<file path="src/rtl/adc_seq_pkg.sv">
package adc_seq_pkg;
  localparam int unsigned SEQ_N     = 4;
  localparam int unsigned EVT_W     = 4;
  localparam logic [3:0]  EVT_TIMER = 4'd5;

  localparam int unsigned A_ENABLE = 'h00;
  localparam int unsigned A_RAW    = 'h04;
  localparam int unsigned A_MASK   = 'h08;
  localparam int unsigned A_MIS    = 'h0C;
  localparam int unsigned A_ERR    = 'h10;
  localparam int unsigned A_EVT    = 'h14;

  localparam int unsigned SEQ_BLK_LSB = 5;   // 0x20 per sequencer
  localparam int unsigned SEQ_BLK0    = 2;   // first block at 0x40
  localparam logic [4:0]  OFS_MUX  = 5'h00;
  localparam logic [4:0]  OFS_CTL  = 5'h04;
  localparam logic [4:0]  OFS_POP  = 5'h08;
  localparam logic [4:0]  OFS_STAT = 5'h0C;

  localparam logic [31:0] MUX_KEEP  = 32'h3333_3333;
  localparam logic [31:0] NOISE_MUL = 32'd314159;
  localparam int unsigned SMP_BASE  = 'h200;
endpackage

</file>
<file path="src/rtl/adc_noise_gen.sv">
module adc_noise_gen #(
  parameter int unsigned DATA_W = 10
) (
  input  logic              clk,
  input  logic              rst_n,
  input  logic              step_i,
  output logic [DATA_W-1:0] sample_o
);
  import adc_seq_pkg::*;

  logic [31:0] nz_q;
  logic [31:0] nz_nx;

  assign nz_nx    = nz_q * NOISE_MUL + 32'd1;
  assign sample_o = DATA_W'(SMP_BASE) + DATA_W'(nz_nx[18:16]);

  always_ff @(posedge clk) begin
    if (!rst_n)      nz_q <= '0;
    else if (step_i) nz_q <= nz_nx;
  end
endmodule

</file>
<file path="src/rtl/adc_seq_fifo.sv">
module adc_seq_fifo #(
  parameter int unsigned DEPTH  = 16,
  parameter int unsigned DATA_W = 10
) (
  input  logic              clk,
  input  logic              rst_n,
  input  logic              push_i,
  input  logic [DATA_W-1:0] data_i,
  input  logic              pop_i,
  output logic [DATA_W-1:0] data_o,
  output logic [31:0]       stat_o,
  output logic              ovf_o,
  output logic              unf_o
);
  localparam int unsigned PTR_W = $clog2(DEPTH);

  logic [DATA_W-1:0] mem [DEPTH];
  logic [PTR_W-1:0]  head, tail, head_nx, tail_nx;
  logic              empty, full, push_ok, pop_ok;

  assign push_ok = push_i && !full;
  assign pop_ok  = pop_i && !empty;
  assign head_nx = head + PTR_W'(1);
  assign tail_nx = tail + PTR_W'(1);

  always_ff @(posedge clk) begin
    if (push_ok) mem[head] <= data_i;
  end

  always_ff @(posedge clk) begin
    if (!rst_n) begin
      head  <= '0;
      tail  <= '0;
      empty <= 1'b1;
      full  <= 1'b0;
    end else begin
      if (push_ok) head <= head_nx;
      if (pop_ok)  tail <= tail_nx;
      case ({push_ok, pop_ok})
        2'b10: begin
          empty <= 1'b0;
          full  <= (head_nx == tail);
        end
        2'b01: begin
          full  <= 1'b0;
          empty <= (tail_nx == head);
        end
        default: ;
      endcase
    end
  end

  assign data_o = empty ? '0 : mem[tail];
  assign ovf_o  = push_i && full;
  assign unf_o  = pop_i && empty;
  assign stat_o = 32'(tail) | (32'(head) << 4) | (32'(empty) << 8) | (32'(full) << 12);

  AST_FLAGS_EXCLUSIVE: assert property (@(posedge clk) disable iff (!rst_n) !(empty && full));
  AST_FLAG_PTR_EQ: assert property (@(posedge clk) disable iff (!rst_n) (empty || full) |-> (head == tail));
  AST_FULL_DROPS: assert property (@(posedge clk) disable iff (!rst_n) (full && push_i && !pop_i) |=> (full && $stable(head)));
  AST_EMPTY_POP_HOLD: assert property (@(posedge clk) disable iff (!rst_n) (empty && pop_i && !push_i) |=> (empty && $stable(tail)));
endmodule

</file>
<file path="src/rtl/adc_seq_capture.sv">
module adc_seq_capture #(
  parameter int unsigned DEPTH  = 16,
  parameter int unsigned DATA_W = 10,
  parameter int unsigned ADDR_W = 8
) (
  input  logic        clk,
  input  logic        rst_n,
  input  logic        trig_i,
  input  logic        bus_wr,
  input  logic        bus_rd,
  input  logic [7:0]  bus_addr,
  input  logic [31:0] bus_wdata,
  output logic [31:0] bus_rdata,
  output logic [3:0]  irq_o
);
  import adc_seq_pkg::*;

  localparam int unsigned SEL_W = ADDR_W - SEQ_BLK_LSB;
  localparam int unsigned EVR_W = SEQ_N * EVT_W;

  logic [SEQ_N-1:0]  en_q, mask_q, raw_q, ovf_q, unf_q;
  logic [EVR_W-1:0]  evt_q;
  logic [SEQ_N-1:0]  hit, pop, ovf_ev, unf_ev, in_seq;
  logic [SEQ_N-1:0]  raw_clr, err_ovf_clr, err_unf_clr;
  logic [4:0]        ofs;
  logic [DATA_W-1:0] sample;
  logic [31:0]       seq_rd [SEQ_N];
  logic [31:0]       glob_rd;

  assign ofs = bus_addr[4:0];

  adc_noise_gen #(.DATA_W(DATA_W)) u_noise (
    .clk(clk), .rst_n(rst_n), .step_i(trig_i), .sample_o(sample)
  );

  for (genvar n = 0; n < SEQ_N; n++) begin : g_seq
    logic [31:0]       mux_q, ctl_q, stat;
    logic [DATA_W-1:0] head_data;

    assign in_seq[n] = (bus_addr[ADDR_W-1:SEQ_BLK_LSB] == SEL_W'(SEQ_BLK0 + n));
    assign hit[n]    = trig_i && en_q[n] && (evt_q[n*EVT_W +: EVT_W] == EVT_TIMER);
    assign pop[n]    = bus_rd && in_seq[n] && (ofs == OFS_POP);

    adc_seq_fifo #(.DEPTH(DEPTH), .DATA_W(DATA_W)) u_fifo (
      .clk(clk), .rst_n(rst_n),
      .push_i(hit[n]), .data_i(sample),
      .pop_i(pop[n]), .data_o(head_data),
      .stat_o(stat), .ovf_o(ovf_ev[n]), .unf_o(unf_ev[n])
    );

    always_ff @(posedge clk) begin
      if (!rst_n) begin
        mux_q <= '0;
        ctl_q <= '0;
      end else if (bus_wr && in_seq[n]) begin
        if (ofs == OFS_MUX) mux_q <= bus_wdata & MUX_KEEP;
        if (ofs == OFS_CTL) ctl_q <= bus_wdata;
      end
    end

    always_comb begin
      seq_rd[n] = '0;
      if (in_seq[n]) begin
        case (ofs)
          OFS_MUX:  seq_rd[n] = mux_q;
          OFS_CTL:  seq_rd[n] = ctl_q;
          OFS_POP:  seq_rd[n] = 32'(head_data);
          OFS_STAT: seq_rd[n] = stat;
          default:  seq_rd[n] = '0;
        endcase
      end
    end
  end

  assign raw_clr     = (bus_wr && bus_addr == ADDR_W'(A_MIS)) ? bus_wdata[SEQ_N-1:0] : '0;
  assign err_ovf_clr = (bus_wr && bus_addr == ADDR_W'(A_ERR)) ? bus_wdata[SEQ_N-1:0] : '0;
  assign err_unf_clr = (bus_wr && bus_addr == ADDR_W'(A_ERR)) ? bus_wdata[2*SEQ_N-1:SEQ_N] : '0;

  always_ff @(posedge clk) begin
    if (!rst_n) begin
      en_q   <= '0;
      mask_q <= '0;
      evt_q  <= '0;
      raw_q  <= '0;
      ovf_q  <= '0;
      unf_q  <= '0;
    end else begin
      raw_q <= (raw_q & ~raw_clr) | hit;
      ovf_q <= (ovf_q & ~err_ovf_clr) | ovf_ev;
      unf_q <= (unf_q & ~err_unf_clr) | unf_ev;
      if (bus_wr && bus_addr == ADDR_W'(A_ENABLE)) en_q   <= bus_wdata[SEQ_N-1:0];
      if (bus_wr && bus_addr == ADDR_W'(A_MASK))   mask_q <= bus_wdata[SEQ_N-1:0];
      if (bus_wr && bus_addr == ADDR_W'(A_EVT))    evt_q  <= bus_wdata[EVR_W-1:0];
    end
  end

  always_comb begin
    case (bus_addr)
      ADDR_W'(A_ENABLE): glob_rd = 32'(en_q);
      ADDR_W'(A_RAW):    glob_rd = 32'(raw_q);
      ADDR_W'(A_MASK):   glob_rd = 32'(mask_q);
      ADDR_W'(A_MIS):    glob_rd = 32'(raw_q & mask_q);
      ADDR_W'(A_ERR):    glob_rd = 32'({unf_q, ovf_q});
      ADDR_W'(A_EVT):    glob_rd = 32'(evt_q);
      default:           glob_rd = '0;
    endcase
  end

  always_comb begin
    bus_rdata = glob_rd;
    for (int n = 0; n < SEQ_N; n++) bus_rdata = bus_rdata | seq_rd[n];
  end

  assign irq_o = raw_q & mask_q;

  AST_TRIG_SETS_RAW: assert property (@(posedge clk) disable iff (!rst_n) (hit != '0) |=> ((raw_q & $past(hit)) == $past(hit)));
  AST_UNDERFLOW_STICKS: assert property (@(posedge clk) disable iff (!rst_n) (unf_ev != '0) |=> ((unf_q & $past(unf_ev)) == $past(unf_ev)));
  AST_OVERFLOW_STICKS: assert property (@(posedge clk) disable iff (!rst_n) (ovf_ev != '0) |=> ((ovf_q & $past(ovf_ev)) == $past(ovf_ev)));
endmodule

</file>
<file path="config.mk">
export PLATFORM = sky130hd
export DESIGN_NAME = adc_seq_capture
export DESIGN_NICKNAME = d
export VERILOG_FILES = /design/src/rtl/adc_seq_pkg.sv /design/src/rtl/adc_noise_gen.sv /design/src/rtl/adc_seq_fifo.sv /design/src/rtl/adc_seq_capture.sv
export SDC_FILE = /design/constraint.sdc
export NUM_CORES = 1
export LEC_CHECK = 0
export BUFFER_PORTS_ARGS = -buffer_cell sky130_fd_sc_hd__buf_2
export CAP_MARGIN = 10
export CORE_AREA = 2 2 234 236
export DETAILED_ROUTE_END_ITERATION = 6
export DIE_AREA = 0 0 236 238
export SYNTH_ARGS = -nofsm -noshare
export SYNTH_HDL_FRONTEND = slang
export SYNTH_SLANG_ARGS = --single-unit
</file>
<file path="constraint.sdc">
create_clock -name clk -period 10.78 [get_ports clk]
set_clock_uncertainty 0.05 [all_clocks]
set_input_delay 2.156 -clock clk [delete_from_list [all_inputs] [get_ports clk]]
set_output_delay 2.156 -clock clk [all_outputs]
set_load 0.01 [all_outputs]
</file>
# Word level (Yosys, flattened, before mapping)
# Memory sizes are Yosys's and may differ from the RTL's. A register that Yosys moved wholly into a read port is not among the register bits.
# Index checks and enable logic that the tools add are counted.
[totals] ff_bits=300 in_bits=45 latchBits=0 n_memories=4 romBits=0 word_cells=208 ram_bits=640 out_inout_bits=36
[memory_table] memory="g_seq[0].u_fifo.mem" depth=16 word_bits=10 rd=1 rd_clocked_by_memory_dff=1 write_ports=1 line="adc_seq_fifo.sv:17" rtl="logic [DATA_W-1:0] mem [DEPTH];"
[memory_table] memory="g_seq[1].u_fifo.mem" depth=16 word_bits=10 rd=1 rd_clocked_by_memory_dff=1 write_ports=1 line="adc_seq_fifo.sv:17"
[memory_table] memory="g_seq[2].u_fifo.mem" depth=16 word_bits=10 rd=1 rd_clocked_by_memory_dff=1 write_ports=1 line="adc_seq_fifo.sv:17"
[memory_table] memory="g_seq[3].u_fifo.mem" depth=16 word_bits=10 rd=1 rd_clocked_by_memory_dff=1 write_ports=1 line="adc_seq_fifo.sv:17"
[op_classes] n_lt_le_gt_ge=0 mul=1 addsub=10 div=0 bitwise_logic=27 n_eq_ne=32 reduce_logical=63 n_shift=0 muxes=40
[op_table] op="$pmux 32 s4" n=4
[op_table] op="$mux 32" n=4
[op_table] op="$or 32x13->32" n=4
[op_table] op="$or 32x32->32" n=4
[op_table] op="$or 32x9->32" n=4
[op_table] op="$pmux 16 s6" n=1
[op_table] op="$mux 4" n=11
[op_table] op="$logic_and 1x1->1" n=41
[op_table] op="$mux 10" n=4
[op_table] op="$add 32x1->32 const B" n=1
[op_table] op="$add 4x1->4 const B" n=8
[op_table] op="$eq 4x4->1" n=8
[op_table] op="$mul 32x19->32 const B" n=1
[op_table] op="$or 4x8->8" n=4
[op_table] op="$and 4x4->4" n=5
[op_table] op="$eq 4x3->1 const B" n=4
[op_table] op="$eq 8x4->1 const B" n=2
[op_table] op="$eq 8x5->1 const B" n=2
[op_table] op="$pmux 1 s2" n=8
[op_table] op="$reduce_and 2->1" n=8
[op_table] op="$not 4->4" n=3
[op_table] op="$or 4x4->4" n=3
[op_table] op="$add 10x3->10 const A" n=1
[op_table] op="$eq 5x4->1 const B" n=2
[op_table] op="11 further kinds" n=36

# Logic depth before layout (Yosys ltp)
[logic_depth] ltp_word=9 mapped_depth=20 depth_no_buf=20

# Modules after synthesis
# Synthesis repeated with hierarchy kept, for this count alone.
[unflattened] hier_cells=3522 hier_area_um2=45338.5
[by_module_without_submodules] module="adc_seq_fifo (g_seq[0].u_fifo ...)" seq_area_each_um2=5084.9 cells_each=376 area_each_um2=7126.8 n_inst=2
[by_module_without_submodules] module="adc_seq_capture" seq_area_each_um2=4564.4 cells_each=1476 area_each_um2=12356.9 n_inst=1
[by_module_without_submodules] module="adc_seq_fifo (g_seq[3].u_fifo)" seq_area_each_um2=5084.9 cells_each=423 area_each_um2=7174.4 n_inst=1
[by_module_without_submodules] module="adc_seq_fifo (g_seq[2].u_fifo)" seq_area_each_um2=5084.9 cells_each=377 area_each_um2=7110.6 n_inst=1
[by_module_without_submodules] module="adc_noise_gen" seq_area_each_um2=380.4 cells_each=494 area_each_um2=4443.0 n_inst=1

# Worst setup path after synthesis
# OpenSTA, ideal clock, no wires.
[synth_path] path_kind="register to register" from="reg u_noise.nz_q[9]" to="mem g_seq[0].u_fifo.mem[0][1], data pin" stages_incl_launch_ff=19 synth_period_minus_slack_ns=6.991 arrival_ns=6.374 setup_ns=0.567 required_ns=10.163 n_path_buf=0 path_slack_ns=3.789 cell_sequence="dfxtp_1 -> inv_1 -> fa_1 -> inv_1 -> ha_1 -> inv_1 -> fa_1 -> inv_1 -> fa_1 -> inv_1 -> fa_1 -> fa_1 -> inv_1 -> ha_1 -> nand4_1 -> or3_1 -> o221ai_1 -> nor2_1 -> xnor2_1"
[synth_between] elab_chain_len=3
[synth_lines] item="from (decl)" line="adc_noise_gen.sv:11" rtl="logic [31:0] nz_q;"
[synth_lines] item="from (signal assigned)" line="adc_noise_gen.sv:19" rtl="else if (step_i) nz_q <= nz_nx;"
[synth_lines] item="$mul 32x19->32" line="adc_noise_gen.sv:14" rtl="assign nz_nx = nz_q * NOISE_MUL + 32'd1;"
[synth_lines] item="$add 32x1->32" line="adc_noise_gen.sv:14"
[synth_lines] item="$add 10x3->10" line="adc_noise_gen.sv:15" rtl="assign sample_o = DATA_W'(SMP_BASE) + DATA_W'(nz_nx[18:16]);"
[synth_lines] item="net g_seq[0].u_fifo.data_i[1]" line="adc_seq_fifo.sv:8" rtl="input logic [DATA_W-1:0] data_i,"
[synth_lines] item="to (decl)" line="adc_seq_fifo.sv:17"
# The timed path passes the listed nets, and every way through them passes these cells.

# Worst setup path after layout
[layout_path] from="in bus_addr[2]" to="out bus_rdata[9]"
[layout_between] elab_chain_len=7 word_cells_on_any_way=23 cone_classes="eq/ne (8); mux (9); bitwise (4); reduce/logical (2)"
[layout_lines] item="from (decl)" line="adc_seq_capture.sv:11" rtl="input logic [7:0] bus_addr,"
[layout_lines] item="$eq 5x4->1, or another cell as far along" line="adc_seq_capture.sv:64" rtl="case (ofs)"
[layout_lines] item="$pmux 32 s4" line="adc_seq_capture.sv:64"
[layout_lines] item="$mux 32" line="adc_seq_capture.sv:63" rtl="if (in_seq[n]) begin"
[layout_lines] item="$or 32x32->32 (3 in series)" line="adc_seq_capture.sv:111" rtl="for (int n = 0; n < SEQ_N; n++) bus_rdata = bus_rdata | seq_rd[n];"
[layout_lines] item="$or 32x32->32 *" line="adc_seq_capture.sv:111"
[layout_lines] item="to (decl)" line="adc_seq_capture.sv:13" rtl="output logic [31:0] bus_rdata,"
# Mark *: on every way between the ends. The rest lies on a longest branch, timed or not.

==> results.md <==
- Final setup viols: 0
- Post-synth EDFFs: 192
- Slew HR: 0.171
- Worst R2R Setup Slack: 4.31 ns
- Hold Crit Start: g_seq[0].ctl_q[12]$_SDFFE_PN0P_
- Synth Area in XOR/XNOR: 0.0331
- DRC: 0
- Hold Worst Slack: 0.401 ns
- Achievable clock frequency: 138 MHz
- Pre-CTS setup slack: 3.61 ns
- Share of cells above drive strength 1: 0.118
- Clk root buf: clkbuf_16
- Syn avg cell area: 10.4 sq um
- Least-Margin Pin Slew: 1.24 ns
- Simple-gate share of the synthesized area: 0.140
- Crit Path Max Fanout: 42
- Largest net degree at the start of global routing: 109
- Adder-Cell Fraction of Synth Area: 0.103
- Synth async-reset ratio: 0
- Hold buffer count at cts: 0
- Area leader, netlist: dfxtp_1
- Fin area: 0.0281 sq mm
- Main flop type after synthesis: dfxtp_1
- First-pass GRT wire length: 105 mm
- Die height: 238 um
- RSZ-0062 raised after global routing: false
- Area share of the largest cell type after synthesis: 0.237
- GRT overflow: 0
- CTS tree: done
- Cells after synthesis: 2448
- Worst Hold End: g_seq[0].ctl_q[12]$_SDFFE_PN0P_
- Post-synthesis mux area share: 0.0829
- Area after DPL: 0.0263 sq mm
- I/O pins: 81
- Final worst setup slack: 3.54 ns
- Synth unique cells: 64
- CTS Buf Count: 53
- Data arrival, critical path: 5.04 ns
- Setup TNS: 0 ns
- Final #Nets: 2659
- CTS sink count: 495
- Metal3 WL: 4.71 mm
- Final hold vios: 0
- FILL cells: 4740
- Largest family of logic cells by synthesized area: simple AND/OR/NAND/NOR gates
- Cell row count: 85
- Fin crit share: 0.672
- Via density per instance: 5.67
- Critical path data required time: 8.57 ns
- Clock Latency Late Sink: 0.61 ns
- Worst R2R Start: u_noise.nz_q[9]$_SDFFE_PN0P_
- Post-Route WL: 68.1 mm
- Initial antenna violation count: 7
- Syn nets: 2663
- Longest Clk Path Bufs: 3
- Synth area leaders: dfxtp_1, edfxtp_1, nand2_1
- Vias in the first global route: 17800
- Ys Warns: 0
- Hpwl dp: 47.0 mm
- Routed Antenna Nets: 0
- Sequential fraction of the synthesis area: 0.463
- Iter 0 DRT Violations: 1451
- Die width: 236 um
- Compound-Gate Fraction of Synth Area: 0.126
- Final Slew Violations: 0
- Yosys reg bits: 495
- Post-CTS repair timing setup buffer count: 0
- Routed wire length per instance: 21.4 um
- Initial Utilization: 0.478
- Worst Hold Depth: 2
- Worst setup EP type: primary output
- Max-cap violations: 0
- Multi-input gate area: 0.0124 sq mm
- Clk slew on worst S/H paths: 0.06 ns
- H-tree depth: 2
- DR vias: 18100
- DR WL met2: 32.2 mm
- FF-to-FF End: g_seq[0].u_fifo.mem[13][2]$_DFFE_PP_
- Reg area: 0.0118 sq mm
- Final min period: 7.24 ns
- Gr usage total: 0.242
- Post_cts resized: 0
- Startpoint type of the worst setup path: input port
- Antenna diodes: 0
- DRT Pass-1 Iters: 6
- Port Buf Inserts: 80
- Core area: 0.0535 sq mm
- Worst Reg2Reg Path Length in Cells: 18
- Top Layer Used: met5
- Crit Path Class: in2out
- Post-Syn Area: 0.0256 sq mm
- Min-Delay Path Class: reg2reg
- Routability cong.: 0.906
- M1 wire length: 29.5 mm
- Die area: 0.0562 sq mm
- Outcome: complete, no violations
- Layout area overhead: 9.89%
-- worst max path at each step --
stage                                 start                                  end  slack (ns)  cells past startpoint
6_report                        bus_addr[2]                         bus_rdata[9]        3.54                      9
5_1_grt                         bus_addr[2]                         bus_rdata[9]        3.40                      9
4_1_cts                         bus_addr[2]                         bus_rdata[9]        3.59                      9
3_5_place_dp                    bus_addr[2]                         bus_rdata[9]        3.61                      9
3_3_place_gp                    bus_addr[2]                         bus_rdata[9]        3.70                      9
2_1_floorplan  u_noise.nz_q[9]$_SDFFE_PN0P_  g_seq[0].u_fifo.mem[0][1]$_DFFE_PP_        3.79                     18
-- critical path: stages --
cell and delay [ns]:
buf_2 0.08, buf_4 0.43, inv_1 0.37, nor3_4 0.64
buf_4 0.46, a221o_1 0.22, a21oi_1 0.06, o21ai_0 0.34
buf_2 0.20
-- area by class of cell --
cell class	instances	area share
tap	696	0.0310
timing repair buffer	97	0.0190
clock inverter	17	0.00690
clock buffer	82	0.0572
sequential	495	0.421
inverter	168	0.0224
multi-input combinational	1629	0.442
-- cells by family (layout without fill, tap and decap cells) --
family / Yosys count / after routing
fa+ha+maj: 170 / 170
mux: 134 / 134
simple gates: 778 / 778
buf+inv: 324 / 364
compound gates: 452 / 452
xor+xnor: 95 / 95
flops: 495 / 495
-- registers in the layout, summed over array words and instances (netlist names), named ones only --
register            cells
g_seq.u_fifo.mem      192
g_seq.ctl_q           128
g_seq.mux_q            64
u_noise.nz_q           19
evt_q                  16
g_seq.u_fifo.head      16
g_seq.u_fifo.tail      16
en_q                    4
g_seq.u_fifo.empty      4
g_seq.u_fifo.full       4
mask_q                  4
ovf_q                   4
raw_q                   4
unf_q                   4
-- per-stage QoR --
step                utilization  instances
finish                    0.525       3184
global route              0.525       3184
CTS                       0.525       3184
detailed placement        0.491       3085
global placement          0.491       3085
floorplan                     -       2448
-- synth_stat cells, types with 39 or more instances --
master	number
fa_1	67
mux4_2	60
mux2i_1	53
a21boi_0	151
ha_1	103
a22oi_1	61
a21boi_1	57
xnor2_1	70
clkbuf_1	102
a21oi_1	47
nor2b_1	54
dfxtp_1	303
inv_1	167
nand2_1	481
edfxtp_1	192
and2_1	39
nor2_1	69
-- layer usage --
metal | GRT usage | vias to the layer above
li1 | - | 8450
met1 | 0.332 | 8895
met2 | 0.396 | 580
met3 | 0.0434 | 123
met4 | 0.0654 | 10
met5 | 0 | -
-- cells in the final DEF (no fill, tap or decap), types with 10 or more instances in the layout --
cell	synthesis	routed
fa_1	67	67
nand2_1	481	481
mux2_2	21	21
nand3_1	29	29
a22oi_1	61	61
xnor2_1	70	69
nor4_1	11	11
dfxtp_1	303	303
nand2b_1	10	10
clkbuf_16	0	55
nor3_1	23	23
o21ai_0	36	36
a21oi_1	47	47
ha_1	103	103
a21boi_0	151	151
edfxtp_1	192	192
xor2_1	24	23
nor2b_1	54	54
and2_1	39	39
mux4_2	60	60
a21boi_1	57	57
buf_2	20	79
clkbuf_8	0	13
inv_1	167	167
a221oi_1	16	16
buf_4	25	17
mux2i_1	53	53
clkbuf_1	102	14
nor2_1	69	67
o22ai_1	25	25
Power is not shown: default switching activity piles up to over one toggle a cycle in this logic, so the estimate is an artifact.
